File: src/rtl/usr_pkg.sv
package usr_pkg;

    typedef enum logic [1:0] {
        MODE_HOLD = 2'b00,
        MODE_SHUP = 2'b01,
        MODE_SHDN = 2'b10,
        MODE_LOAD = 2'b11
    } usr_mode_e;

    typedef struct packed {
        logic      clr;
        usr_mode_e mode;
        logic      fill_lo;
        logic      fill_hi;
    } usr_ctl_t;

    function automatic usr_ctl_t usr_decode(input logic clr_n,
                                            input logic [1:0] mode,
                                            input logic sin_r,
                                            input logic sin_l);
        usr_ctl_t c;
        c.clr     = ~clr_n;
        c.mode    = usr_mode_e'(mode);
        c.fill_lo = sin_r;
        c.fill_hi = sin_l;
        return c;
    endfunction

    function automatic logic usr_bus_owned(input logic oe_a_n,
                                           input logic oe_b_n,
                                           input usr_mode_e m);
        return (~oe_a_n) & (~oe_b_n) & (m != MODE_LOAD);
    endfunction

endpackage

File: src/rtl/usr_next_state.sv
module usr_next_state
    import usr_pkg::*;
#(
    parameter int WIDTH = 8
) (
    input  usr_ctl_t           ctl,
    input  logic [WIDTH-1:0]   cur,
    input  logic [WIDTH-1:0]   load_val,
    output logic [WIDTH-1:0]   nxt
);

    localparam int TOP = WIDTH - 1;

    for (genvar i = 0; i < WIDTH; i++) begin : g_bit
        logic from_below;
        logic from_above;

        if (i == 0) begin : g_lo
            assign from_below = ctl.fill_lo;
        end else begin : g_lo_mid
            assign from_below = cur[i-1];
        end

        if (i == TOP) begin : g_hi
            assign from_above = ctl.fill_hi;
        end else begin : g_hi_mid
            assign from_above = cur[i+1];
        end

        always_comb begin
            if (ctl.clr) begin
                nxt[i] = 1'b0;
            end else begin
                unique case (ctl.mode)
                    MODE_HOLD: nxt[i] = cur[i];
                    MODE_SHUP: nxt[i] = from_below;
                    MODE_SHDN: nxt[i] = from_above;
                    MODE_LOAD: nxt[i] = load_val[i];
                    default:   nxt[i] = cur[i];
                endcase
            end
        end
    end

endmodule

File: src/rtl/usr_state_reg.sv
module usr_state_reg #(
    parameter int WIDTH = 8
) (
    input  logic             clk,
    input  logic [WIDTH-1:0] d,
    output logic [WIDTH-1:0] q
);

    always_ff @(posedge clk) begin
        q <= d;
    end

endmodule

File: src/rtl/usr_bus_drive.sv
module usr_bus_drive
    import usr_pkg::*;
#(
    parameter int WIDTH = 8
) (
    input  logic             oe_a_n,
    input  logic             oe_b_n,
    input  usr_mode_e        mode,
    input  logic [WIDTH-1:0] state,
    output logic [WIDTH-1:0] bus_out,
    output logic             bus_drive
);

    logic owned;

    always_comb begin
        owned     = usr_bus_owned(oe_a_n, oe_b_n, mode);
        bus_drive = owned;
        bus_out   = owned ? state : '0;
    end

endmodule

File: src/rtl/usr_shift_io.sv
module usr_shift_io
    import usr_pkg::*;
#(
    parameter int WIDTH = 8
) (
    input  logic             clk,
    input  logic             clr_n,
    input  logic [1:0]       mode,
    input  logic             ser_in_r,
    input  logic             ser_in_l,
    input  logic             oe_a_n,
    input  logic             oe_b_n,
    input  logic [WIDTH-1:0] bus_in,
    output logic [WIDTH-1:0] bus_out,
    output logic             bus_drive,
    output logic             ser_out_lo,
    output logic             ser_out_hi
);

    localparam int TOP = WIDTH - 1;

    usr_ctl_t         ctl;
    logic [WIDTH-1:0] state_q;
    logic [WIDTH-1:0] state_d;

    assign ctl = usr_decode(clr_n, mode, ser_in_r, ser_in_l);

    usr_next_state #(.WIDTH(WIDTH)) u_next (
        .ctl      (ctl),
        .cur      (state_q),
        .load_val (bus_in),
        .nxt      (state_d)
    );

    usr_state_reg #(.WIDTH(WIDTH)) u_reg (
        .clk (clk),
        .d   (state_d),
        .q   (state_q)
    );

    usr_bus_drive #(.WIDTH(WIDTH)) u_bus (
        .oe_a_n    (oe_a_n),
        .oe_b_n    (oe_b_n),
        .mode      (ctl.mode),
        .state     (state_q),
        .bus_out   (bus_out),
        .bus_drive (bus_drive)
    );

    assign ser_out_lo = state_q[0];
    assign ser_out_hi = state_q[TOP];

endmodule

File: config.mk
export PLATFORM = sky130hd
export DESIGN_NAME = usr_shift_io
export DESIGN_NICKNAME = d
export VERILOG_FILES = /design/src/rtl/usr_pkg.sv /design/src/rtl/usr_next_state.sv /design/src/rtl/usr_state_reg.sv /design/src/rtl/usr_bus_drive.sv /design/src/rtl/usr_shift_io.sv
export SDC_FILE = /design/constraint.sdc
export NUM_CORES = 1
export LEC_CHECK = 0
export ABC_AREA = 1
export BUFFER_PORTS_ARGS = -buffer_cell sky130_fd_sc_hd__buf_4
export CAP_MARGIN = 15
export CORE_MARGIN = 2
export CORE_UTILIZATION = 42
export CTS_BUF_LIST = sky130_fd_sc_hd__clkbuf_8
export CTS_CLUSTER_SIZE = 10
export DETAILED_ROUTE_END_ITERATION = 12
export GPL_TIMING_DRIVEN = 0
export PLACE_DENSITY = 0.75
export SLEW_MARGIN = 15
export SYNTH_ARGS = -nofsm -noshare
export SYNTH_HDL_FRONTEND = slang
export SYNTH_SLANG_ARGS = --single-unit
File: constraint.sdc
create_clock -name clk -period 0.8 [get_ports clk]
set_input_delay 0.04 -clock clk [delete_from_list [all_inputs] [get_ports clk]]
set_output_delay 0.04 -clock clk [all_outputs]
set_load 0.02 [all_outputs]
==> metrics, run 1 <==
run status=complete, but fails checks; failing checks=negative setup slack; Clock Latency Late Sink=approximately 0.23 ns; r2r worst-path depth=5; Switch Pwr=395 uW; Fin. Hold Viols=0; via count of the first global-routing pass=~580; area grow syn2layout=63.6%; layout cells sized above 1=53.1%; DR iter-0 viols=10; Final GP Congestion=0.783; Starting Density=between 40% and 50%; min-delay src=bus_in[4]; VDD IR max=between 1000 and 1500 uV; Worst-path clk slew=0.05 ns; largest net degree at the start of global routing=11; top flop regs=u_reg.q (8); crit end category=output pin; fin crit share=111%; non-filler cells, final=between 100 and 150; nets=about 150; RSZ-0062 raised after global routing=true; R2R Setup Slk=-0.03 ns; placed cells=roughly 130; Largest Register=u_reg.q; clock skew=0.00534 ns; CTS buffer count=3; Fmax achieved=roughly 1100 MHz; clock power share=a little under two fifths; Min-Delay Endpoint=u_reg.q[4]$_SDFFE_PN0P_; pre-CTS setup slack=-0.0656 ns; Hold Slack=a little under 0.07 ns; core area=around 1300 sq um; Distinct cells, synth=13; Internal Pwr Total=roughly 940 uW; max_slew headroom=78.9%; WHS Path Cells=3; yosys warns=0; num ports=27; Setup CP Type=register to output pin; CP Max Fanout=3; CTS Buffer Depth=2; Largest register FFs=8; die height=between 40 and 50 microns; power share of the combinational group=27.7%; CTS tree=done; initial antenna violation count=0; Final ANT Viol Nets=0; Synth Area per Inst=just under 6 sq um; CP Launch Type=register; final WL=between 1500 and 2000 microns; Lkg Pwr=just under 0.0005 uW; num rows=13; minimum clock period=~0.9 ns; register bit total from synthesis=8; H-tree levels=1; post-synthesis instance area=561 sq um; global-route usage over all layers=21.7%; # clock sinks=8; iteration count of the initial detailed-routing pass=4; total of max-cap violations=0; Worst Tran Pin Value=approximately 0.31 ns; setup ws final=-0.0871 ns; hold crit path type=input port to register; first-pass GRT wire length=~2400 microns; DR vias/cell=between 5 and 6; fill cell count=approximately 120; Post-route DRC=0; port buffer count=25; n_diodes=0; Data arrival, critical path=0.85 ns; die area=approximately 1600 sq um; final setup vio count=12; gr ovfl total=0; sequential power share=a little over a third; Die W=approximately 41 microns; final slew viol count=0; sw frac=~30%; routed len/inst=around 12 microns; hold bufs inserted after CTS=0; reg-to-reg critical path startpoint=u_reg.q[0]$_SDFFE_PN0P_; sequential area share after synthesis=between 20% and 30%; Crit path required time=roughly 0.76 ns; root buffer cell=clkbuf_8; post-DP HPWL=1100 microns; via count=730; FF-to-FF End=u_reg.q[1]$_SDFFE_PN0P_; Mapped Nets=between 100 and 150; cells after synthesis=94; PwrDens=~1500 nW/um^2
## cell families after synthesis
group / synth area share, %
AND/OR/NAND/NOR: 40.4
AO/OA/AOI/OAI: 13.8
buffers and inverters: 17.2
flip-flops: 28.6
## critical path: stages, from the launching register on
cell and delay (ns):
dfxtp_2 0.34, inv_2 0.04, nor2_2 0.10, buf_6 0.12
## timing repair
action                                  4_1_cts  5_1_grt
endpoints found under the hold margin         0        0
buffers inserted                              6        0
resized for setup                            18       11
pin swaps                                     8        8
endpoints found under the setup margin        8       15
## power by group through the flow
stage	clock (uW)	combinational (uW)	sequential [uW]
5_1_grt	518	402	466
3_3_place_gp	0	297	459
3_5_place_dp	0	301	460
6_report	502	369	463
2_1_floorplan	0	173	464
4_1_cts	502	345	461
## worst max-delay path by stage
stage                       startpoint                      end  slack, ns  depth (start not counted)
2_1_floorplan  u_reg.q[7]$_SDFFE_PN0P_  u_reg.q[6]$_SDFFE_PN0P_       0.01                          4
3_3_place_gp                   mode[1]               bus_out[1]      -0.05                          5
3_5_place_dp                   mode[1]               bus_out[3]      -0.07                          5
4_1_cts        u_reg.q[4]$_SDFFE_PN0P_               bus_out[4]      -0.07                          3
5_1_grt        u_reg.q[5]$_SDFFE_PN0P_               bus_out[5]      -0.11                          3
6_report       u_reg.q[7]$_SDFFE_PN0P_               bus_out[7]      -0.09                          3
## layer usage
layer | GRT usage (%) | up-vias | wire [microns] | share of wire (%)
li1 | - | 358 | - | -
met1 | 27.9 | 338 | 723 | 44
met2 | 32.9 | 30 | 788 | 48
met3 | 6.11 | 4 | 104 | 6.3
met4 | 10.0 | 0 | 29 | 1.8
met5 | 0 | - | 0 | 0
## cell usage in the layout (no fill, tap or decap), types with 2 or more instances in the layout
| cell type | synthesis | routed |
|---|---|---|
| inv_2 | 2 | 10 |
| o21ai_0 | 6 | 5 |
| nand3_2 | 2 | 4 |
| nand2_1 | 18 | 16 |
| clkbuf_8 | 0 | 3 |
| dfxtp_2 | 0 | 8 |
| a21oi_2 | 0 | 2 |
| a21oi_1 | 5 | 3 |
| nor2_1 | 18 | 15 |
| o21bai_1 | 3 | 3 |
| buf_4 | 0 | 28 |
| buf_6 | 2 | 5 |
| nand2_2 | 0 | 2 |
| nor2_2 | 0 | 3 |
| nand3_1 | 12 | 9 |
| inv_1 | 16 | 8 |
## synth_stat cells (all sizes together)
| cell type | count | area share (%) |
|---|---|---|
| inv | 19 | 13 |
| dfxtp | 8 | 29 |
| o21ai | 6 | 5.4 |
| nand2 | 19 | 14 |
| nor2 | 18 | 12 |
| a21oi | 5 | 4.5 |
| o21bai | 3 | 4.0 |
| buf | 2 | 4.0 |
| nand3 | 14 | 14 |
## cell type report
cell class	instances	area, sq um	share of cell area, %
clock buffers	3	41.3	4.50
multi-input cells	65	347	37.8
inverters	19	73.8	8.05
well taps	15	18.8	2.05
repair buffers	31	244	26.6
flip-flops and latches	8	170	18.6
plain buffers	2	22.5	2.46
## metrics by stage
step           instance area (sq um)  total power [uW]  TNS (ns)  util [%]
2_1_floorplan                    566               637         0         -
3_3_place_gp                     772               756    -0.278      60.8
3_5_place_dp                     772               761    -0.370      60.8
4_1_cts                          883              1310    -0.552      69.6
5_1_grt                          917              1390     -1.10      72.3
6_report                         917              1330    -0.628      72.3
Power figures use the tool's default switching activity.
==> inputs of run 2 (changes only) <==
--- a/config.mk
+++ b/config.mk
@@ -5,17 +5,15 @@
 export SDC_FILE = /design/constraint.sdc
 export NUM_CORES = 1
 export LEC_CHECK = 0
-export ABC_AREA = 1
 export BUFFER_PORTS_ARGS = -buffer_cell sky130_fd_sc_hd__buf_4
 export CAP_MARGIN = 15
-export CORE_MARGIN = 2
-export CORE_UTILIZATION = 42
+export CORE_AREA = 2 2 39 41
 export CTS_BUF_LIST = sky130_fd_sc_hd__clkbuf_8
 export CTS_CLUSTER_SIZE = 10
 export DETAILED_ROUTE_END_ITERATION = 12
+export DIE_AREA = 0 0 41 43
 export GPL_TIMING_DRIVEN = 0
-export PLACE_DENSITY = 0.75
-export SLEW_MARGIN = 15
+export PLACE_DENSITY = 0.68
 export SYNTH_ARGS = -nofsm -noshare
 export SYNTH_HDL_FRONTEND = slang
 export SYNTH_SLANG_ARGS = --single-unit
==> run 2 against run 1 <==
  * The flow still finishes with violations (negative setup slack)
  * Combinational power shrank 8.7%
  * Non-clock buffer count is 6 higher
  * Via count down 31%
  * Synthesized cell count decreased by 51%
  * Area after synthesis down 14%
  * Setup slack better by 0.018 ns
  * Total power decreased by 4.2%
  * Global-route usage shrank 4.5 points
  * Die area rose by 7.3%
  * Clock power is 2% lower
==> metrics, run 2 <==
via count of the first global-routing pass=485 (-17%); # clock sinks=8 (unchanged); n_diodes=0 (unchanged); setup ws final=-0.0689 ns (+0.0182 ns); synth cell count leaders=mux2i_1 (16), and2_1 (8), dfxtp_1 (8), o22ai_1 (8); delay-heaviest family, CP=flip-flops; top flop regs=u_reg.q (8); yosys warns=0 (unchanged); gr ovfl total=0 (unchanged); final core utilization=67.2% (-5.1 points); CTS tree=done; CTS Buffer Depth=2 (unchanged); dpl cell area=708 sq um (-8.3%); root buffer cell=clkbuf_8; minimum clock period=0.869 ns (-0.0182 ns); nets=103 (-29%); Final GP Congestion=0.696 (-11%); Setup CP Type=register to output pin; DR vias/cell=4.98 (-2.4%); Synth Area per Inst=10.4 sq um (+75%); Data arrival, critical path=0.83 ns (-0.02 ns); commonest non-fill, non-tap cell in the layout=buf_6; Top FF cell, synth=dfxtp_1; area grow syn2layout=93.5%; Synth area leader=dfxtp_1; post-DP HPWL=838 microns (-24%); num ports=27 (unchanged); Finished Cell Area=930 sq um (+1.4%); worst-path cell chain=and2_4, buf_6; Bufs and invs on worst path=1 (-1); die area=1760 sq um (+7.3%); Distinct cells, synth=10 (-3); routed len/inst=13.1 microns (+14%); die height=43 microns (+6.1%); H-tree levels=1 (unchanged); Largest register FFs=8 (unchanged); run status=complete, but fails checks; VDD IR max=1150 uV (-17%); placed cells=87 (-35%); post-synthesis instance area=480 sq um (-14%); failing checks=negative setup slack; pre-CTS setup slack=-0.139 ns (-0.0736 ns); Fmax achieved=1150 MHz (+2.1%); Die W=41 microns (+1.2%); Worst-path clk slew=0.04 ns (about the same); Clock Latency Late Sink=0.23 ns (about the same); slowest CP cell=dfxtp_2; ranking of synthesized cells by area=dfxtp_1 (33%), mux2i_1 (33%), and2_1 (10%), o22ai_1 (10%), a211oi_4 (4.2%); crit-path max cell delay=0.33 ns (about the same); iteration count of the initial detailed-routing pass=4 (unchanged); fin crit share=109% (-2.3 points); CTS buffer count=3 (unchanged); Fin. Hold Viols=0 (unchanged); num rows=14 (+1); initial antenna violation count=0 (unchanged); non-filler cells, final=101 (-29%); R2R Setup Slk=-0.02 ns (about the same); layout cells sized above 1=69.4% (+16 points); RSZ-0062 raised after global routing=true; first-pass GRT wire length=2030 microns (-14%); PwrDens=1370 nW/um^2 (-5.5%); hold crit path type=input port to register; Mapped Nets=62 (-44%); final setup vio count=11 (-1); final slew viol count=0 (unchanged); count leader, synth=mux2i_1; Crit path required time=0.76 ns (about the same); fill cell count=109 (-6.8%); Largest Register=u_reg.q; Final ANT Viol Nets=0 (unchanged); max_slew headroom=75.6% (-3.3 points); Post-route DRC=0 (unchanged); port buffer count=25 (unchanged); CP Max Fanout=2 (-1); Post-synth EDFFs=0 (unchanged); ys async rst share=0% (unchanged); cells after synthesis=46 (-51%); clock skew=0.000510 ns (-0.00483 ns); DR iter-0 viols=4 (-6); highest-count cells in the layout ignoring fill and taps=buf_6 (18), buf_4 (17), mux2i_1 (15); final WL=1330 microns (-19%); via count=503 (-31%); register bit total from synthesis=8 (unchanged); total of max-cap violations=0 (unchanged); CP Launch Type=register; crit end category=output pin; largest net degree at the start of global routing=11 (unchanged); Synth top area share=33.3% (+4.8 points); sequential area share after synthesis=33.3% (+4.8 points); Lkg Pwr=0.000445 uW (-8.0%); Worst Tran Pin Value=0.366 ns (+0.0507 ns); core area=1380 sq um (+9.1%); Power Total=1280 uW (-4.2%); global-route usage over all layers=17.2% (-4.5 points); Starting Density=34.7% (-9.5 points)
-- run 2: changes by cell type in the layout (fill, tap and decap cells not counted), moves of 8 or more --
cell / previous run / this run
and2_4: 0 / 8
buf_4: 28 / 17
buf_6: 5 / 18
inv_1: 8 / 0
inv_2: 10 / 0
mux2i_1: 0 / 15
nand2_1: 16 / 1
nand3_1: 9 / 0
nor2_1: 15 / 0
o22ai_1: 0 / 8
-- run 2: area by class of cell --
class / instances / area (sq um) / share of cell area [%]
Timing Repair Buffer: 36 / 345 / 37.1
Buffer: 3 / 38.8 / 4.17
Tap cell: 16 / 20.0 / 2.15
Sequential cell: 8 / 170 / 18.3
Multi-Input combinational cell: 35 / 314 / 33.8
Clock buffer: 3 / 41.3 / 4.44
-- run 2: kinds of logic (layout without fill, tap and decap cells) --
| kind of cell | after synthesis | after routing | share of synthesized area, % |
|---|---|---|---|
| simple gates | 10 | 10 | 12.5 |
| buf+inv | 3 | 42 | 6.25 |
| mux | 16 | 16 | 33.3 |
| flops | 8 | 8 | 33.3 |
| compound gates | 9 | 9 | 14.6 |
-- run 2: final timing paths --
path / startpoint / endpoint / depth (start not counted)
setup reg to reg: u_reg.q[3]$_SDFFE_PN0P_ / u_reg.q[4]$_SDFFE_PN0P_ / 3
hold reg to reg: u_reg.q[6]$_SDFFE_PN0P_ / u_reg.q[5]$_SDFFE_PN0P_ / 3
setup / recovery: u_reg.q[3]$_SDFFE_PN0P_ / bus_out[3] / 2
hold / removal: bus_in[1] / u_reg.q[1]$_SDFFE_PN0P_ / 3
-- run 2: through the flow --
step | hold slack, ns | TNS (ns)
floorplan | 0.122 | -0.654
global placement | 0.325 | -1.07
detailed placement | 0.330 | -1.26
CTS | 0.0812 | -0.301
global route | 0.107 | -0.859
finish | 0.0824 | -0.514
-- run 2: worst register-to-register path: cells and delay by family, from the launching register on --
| family | cells | cell delay (ns) |
|---|---|---|
| compound gates | 1 | 0.09 |
| buf+inv | 1 | 0.12 |
| mux | 1 | 0.14 |
| flops | 1 | 0.33 |
-- run 2: layer usage --
layer | up-vias | global-route usage [%] | wire (microns)
met5 | - | 0 | 0
li1 | 247 | - | -
met3 | 4 | 4.71 | 64
met1 | 234 | 17.5 | 540
met4 | 0 | 10.0 | 26
met2 | 18 | 29.1 | 697
-- run 2: repair_timing --
item | CTS | global route
buffers inserted | 11 | 0
hold endpoints to repair | 0 | 0
gates resized for setup | 27 | 9
hold buffers | 0 | 0
pin swaps | 5 | 13
setup endpoints to repair | 10 | 17
-- run 2: power by group --
group | switching (uW) | total, uW | leakage [uW] | internal (uW)
combinational | 131 | 337 | 0.000354 | 205
sequential | 18.4 | 448 | 0.0000688 | 430
clock | 166 | 493 | 0.0000216 | 327
==> inputs of run 3 (changes only) <==
--- a/config.mk
+++ b/config.mk
@@ -5,15 +5,15 @@
 export SDC_FILE = /design/constraint.sdc
 export NUM_CORES = 1
 export LEC_CHECK = 0
-export BUFFER_PORTS_ARGS = -buffer_cell sky130_fd_sc_hd__buf_4
 export CAP_MARGIN = 15
 export CORE_AREA = 2 2 39 41
-export CTS_BUF_LIST = sky130_fd_sc_hd__clkbuf_8
+export CTS_BUF_LIST = sky130_fd_sc_hd__clkbuf_4
 export CTS_CLUSTER_SIZE = 10
 export DETAILED_ROUTE_END_ITERATION = 12
 export DIE_AREA = 0 0 41 43
+export DONT_BUFFER_PORTS = 1
 export GPL_TIMING_DRIVEN = 0
-export PLACE_DENSITY = 0.68
+export PLACE_DENSITY = 0.48
 export SYNTH_ARGS = -nofsm -noshare
 export SYNTH_HDL_FRONTEND = slang
 export SYNTH_SLANG_ARGS = --single-unit
==> constraint.sdc (replaced) <==
create_clock -name clk -period 1.05 [get_ports clk]
set_input_delay 0.0525 -clock clk [delete_from_list [all_inputs] [get_ports clk]]
set_output_delay 0.0525 -clock clk [all_outputs]
set_load 0.02 [all_outputs]
==> run 3 against run 2 <==
  * The flow finishes with violations (negative hold slack)
  * Sequential share of layout area rose by 11 points
  * Count of clock-buffer cells in the layout did not move
  * Global-route usage fell by 2.4 points
==> metrics, run 3 (synthesized netlist as in run 2, its figures left out) <==
Starting Density=34.7% (unchanged); first-pass GRT wire length=1730 microns (-15%); port buffer count=0 (-100%); largest net degree at the start of global routing=11 (unchanged); slowest CP cell=a211oi_4; gr ovfl total=0 (unchanged); Switch Pwr=191 uW (-39%); FF-to-FF End=u_reg.q[1]$_SDFFE_PN0P_; area grow syn2layout=15.6%; CP Max Fanout=9 (+7); Post-route DRC=0 (unchanged); Critical Path Start=mode[1]; Internal Pwr Total=513 uW (-47%); CP Capture Point=bus_out[1]; Die W=41 microns (unchanged); sequential power share=49.3% (+14 points); CP Launch Type=input port; Data arrival, critical path=0.96 ns (+0.13 ns); reg-to-reg critical path startpoint=u_reg.q[0]$_SDFFE_PN0P_; clock power share=33.9% (-4.7 points); Clock Latency Late Sink=0.26 ns (+0.03 ns); # clock sinks=8 (unchanged); Fmax achieved=984 MHz; die area=1760 sq um (unchanged); layout cells sized above 1=29.4% (-40 points); fin crit share=a little over nine tenths; worst-path cell chain=buf_6, a211oi_4, and2_2; Hold Slack=-0.000704 ns (-0.0831 ns); CTS Buffer Depth=2 (unchanged); n_diodes=0 (unchanged); top flop regs=u_reg.q (8); Final GP Congestion=0.657 (-5.7%); H-tree levels=1 (unchanged); max_slew headroom=68.5% (-7.1 points); PwrDens=1270 nW/um^2 (-7.8%); r2r worst-path depth=2 (-1); R2R Setup Slk=0.31 ns (+0.33 ns); final setup vio count=0 (-11); clock skew=0.00557 ns (+0.00506 ns); via count of the first global-routing pass=405 (-16%); crit end category=output pin; Worst-path clk slew=0.06 ns (+0.02 ns); minimum clock period=between 1 and 1.5 ns; routed len/inst=16.5 microns (+26%); root buffer cell=clkbuf_4; core area=1380 sq um (unchanged); DR vias/cell=5.75 (+15%); Fin. Hold Viols=1 (+1); power share of the combinational group=16.8% (-9.5 points); commonest non-fill, non-tap cell in the layout=mux2i_1; final WL=1110 microns (-17%); sw frac=27.2% (+2.4 points); global-route usage over all layers=14.8% (-2.4 points); post-DP HPWL=785 microns (-6.4%); iteration count of the initial detailed-routing pass=2 (-2); Largest Register=u_reg.q; nets=69 (-33%); DR iter-0 viols=1 (-3); failing checks=negative hold slack; CTS buffer count=3 (unchanged); die height=43 microns (unchanged); Crit path required time=1.00 ns (+0.24 ns); num rows=14 (unchanged); Largest register FFs=8 (unchanged); initial antenna violation count=0 (unchanged); highest-count cells in the layout ignoring fill and taps=mux2i_1 (16), o22ai_1 (8), and2_2 (6), dfxtp_1 (6), clkbuf_4 (3); CTS tree=done; num ports=27 (unchanged); via count=385 (-23%); final slew viol count=0 (unchanged); Worst Tran Pin Value=0.471 ns (+0.106 ns); Final ANT Viol Nets=0 (unchanged); hold crit path type=input port to register; crit-path max cell delay=0.47 ns (+0.14 ns); VDD IR max=489 uV (-58%); total of max-cap violations=0 (unchanged); RSZ-0062 raised after global routing=true; run status=complete, but fails checks; Setup CP Type=input port to output pin; Power Total=704 uW (-45%); Lkg Pwr=0.000232 uW (-48%)
run 3: layout make-up:
class,count,area (sq um)
clock buffer,3,22.5
sequential,8,163
fill,139,828
tap,16,20.0
timing repair buffer,1,10.0
multi-input combinational,36,310
buffer,3,30.0
run 3: metal layers:
| layer | share of wire [%] | vias to the layer above | global-route usage (%) | wire length (microns) |
|---|---|---|---|---|
| met5 | 0 | - | 0 | 0 |
| met2 | 50 | 17 | 24.1 | 557 |
| met1 | 40 | 179 | 15.5 | 439 |
| li1 | - | 186 | - | - |
| met3 | 8.1 | 3 | 5.24 | 90 |
| met4 | 1.7 | 0 | 8.00 | 19 |
run 3: power groups by stage:
stage,logic [uW],clock network (uW),registers (uW)
finish,118,239,347
global route,128,264,350
CTS,118,250,347
detailed placement,113,0,352
global placement,110,0,351
floorplan,98.0,0,347
run 3: worst max-delay path: cells and delay by family:
family | cells | cell delay [ns]
AO/OA/AOI/OAI | 1 | 0.47
AND/OR/NAND/NOR | 1 | 0.30
buffers and inverters | 1 | 0.13
run 3: worst min-delay path by stage:
stage | start | to | slack [ns] | cells past startpoint
final | bus_in[2] | u_reg.q[2]$_SDFFE_PN0P_ | -0.0007 | 2
after global placement | oe_a_n | bus_drive | 0.16 | 1
after floorplan | oe_a_n | bus_drive | 0.15 | 1
after detailed placement | oe_a_n | bus_drive | 0.16 | 1
after CTS | bus_in[2] | u_reg.q[2]$_SDFFE_PN0P_ | 0.003 | 2
after global routing | ser_in_r | u_reg.q[0]$_SDFFE_PN0P_ | 0.006 | 2
run 3: metrics by stage:
| step | TNS [ns] | utilization [%] | instances | instance area (sq um) | setup WS, ns |
|---|---|---|---|---|---|
| floorplan | 0 | - | 46 | 480 | 0.0918 |
| global placement | -0.371 | 36.2 | 62 | 500 | -0.0478 |
| detailed placement | -0.588 | 36.2 | 62 | 500 | -0.0896 |
| CTS | 0 | 39.8 | 67 | 551 | 0.0143 |
| global route | -0.0989 | 40.1 | 67 | 556 | -0.0237 |
| finish | 0 | 40.1 | 67 | 556 | 0.0337 |
run 3: timing repair:
item                                    CTS  global route
hold endpoints to repair                  1             0
resized for setup                         4             4
hold buffers                              1             0
pin swaps                                 1             1
buffers inserted                          0             0
endpoints found under the setup margin    8             4
cloned                                    1             0
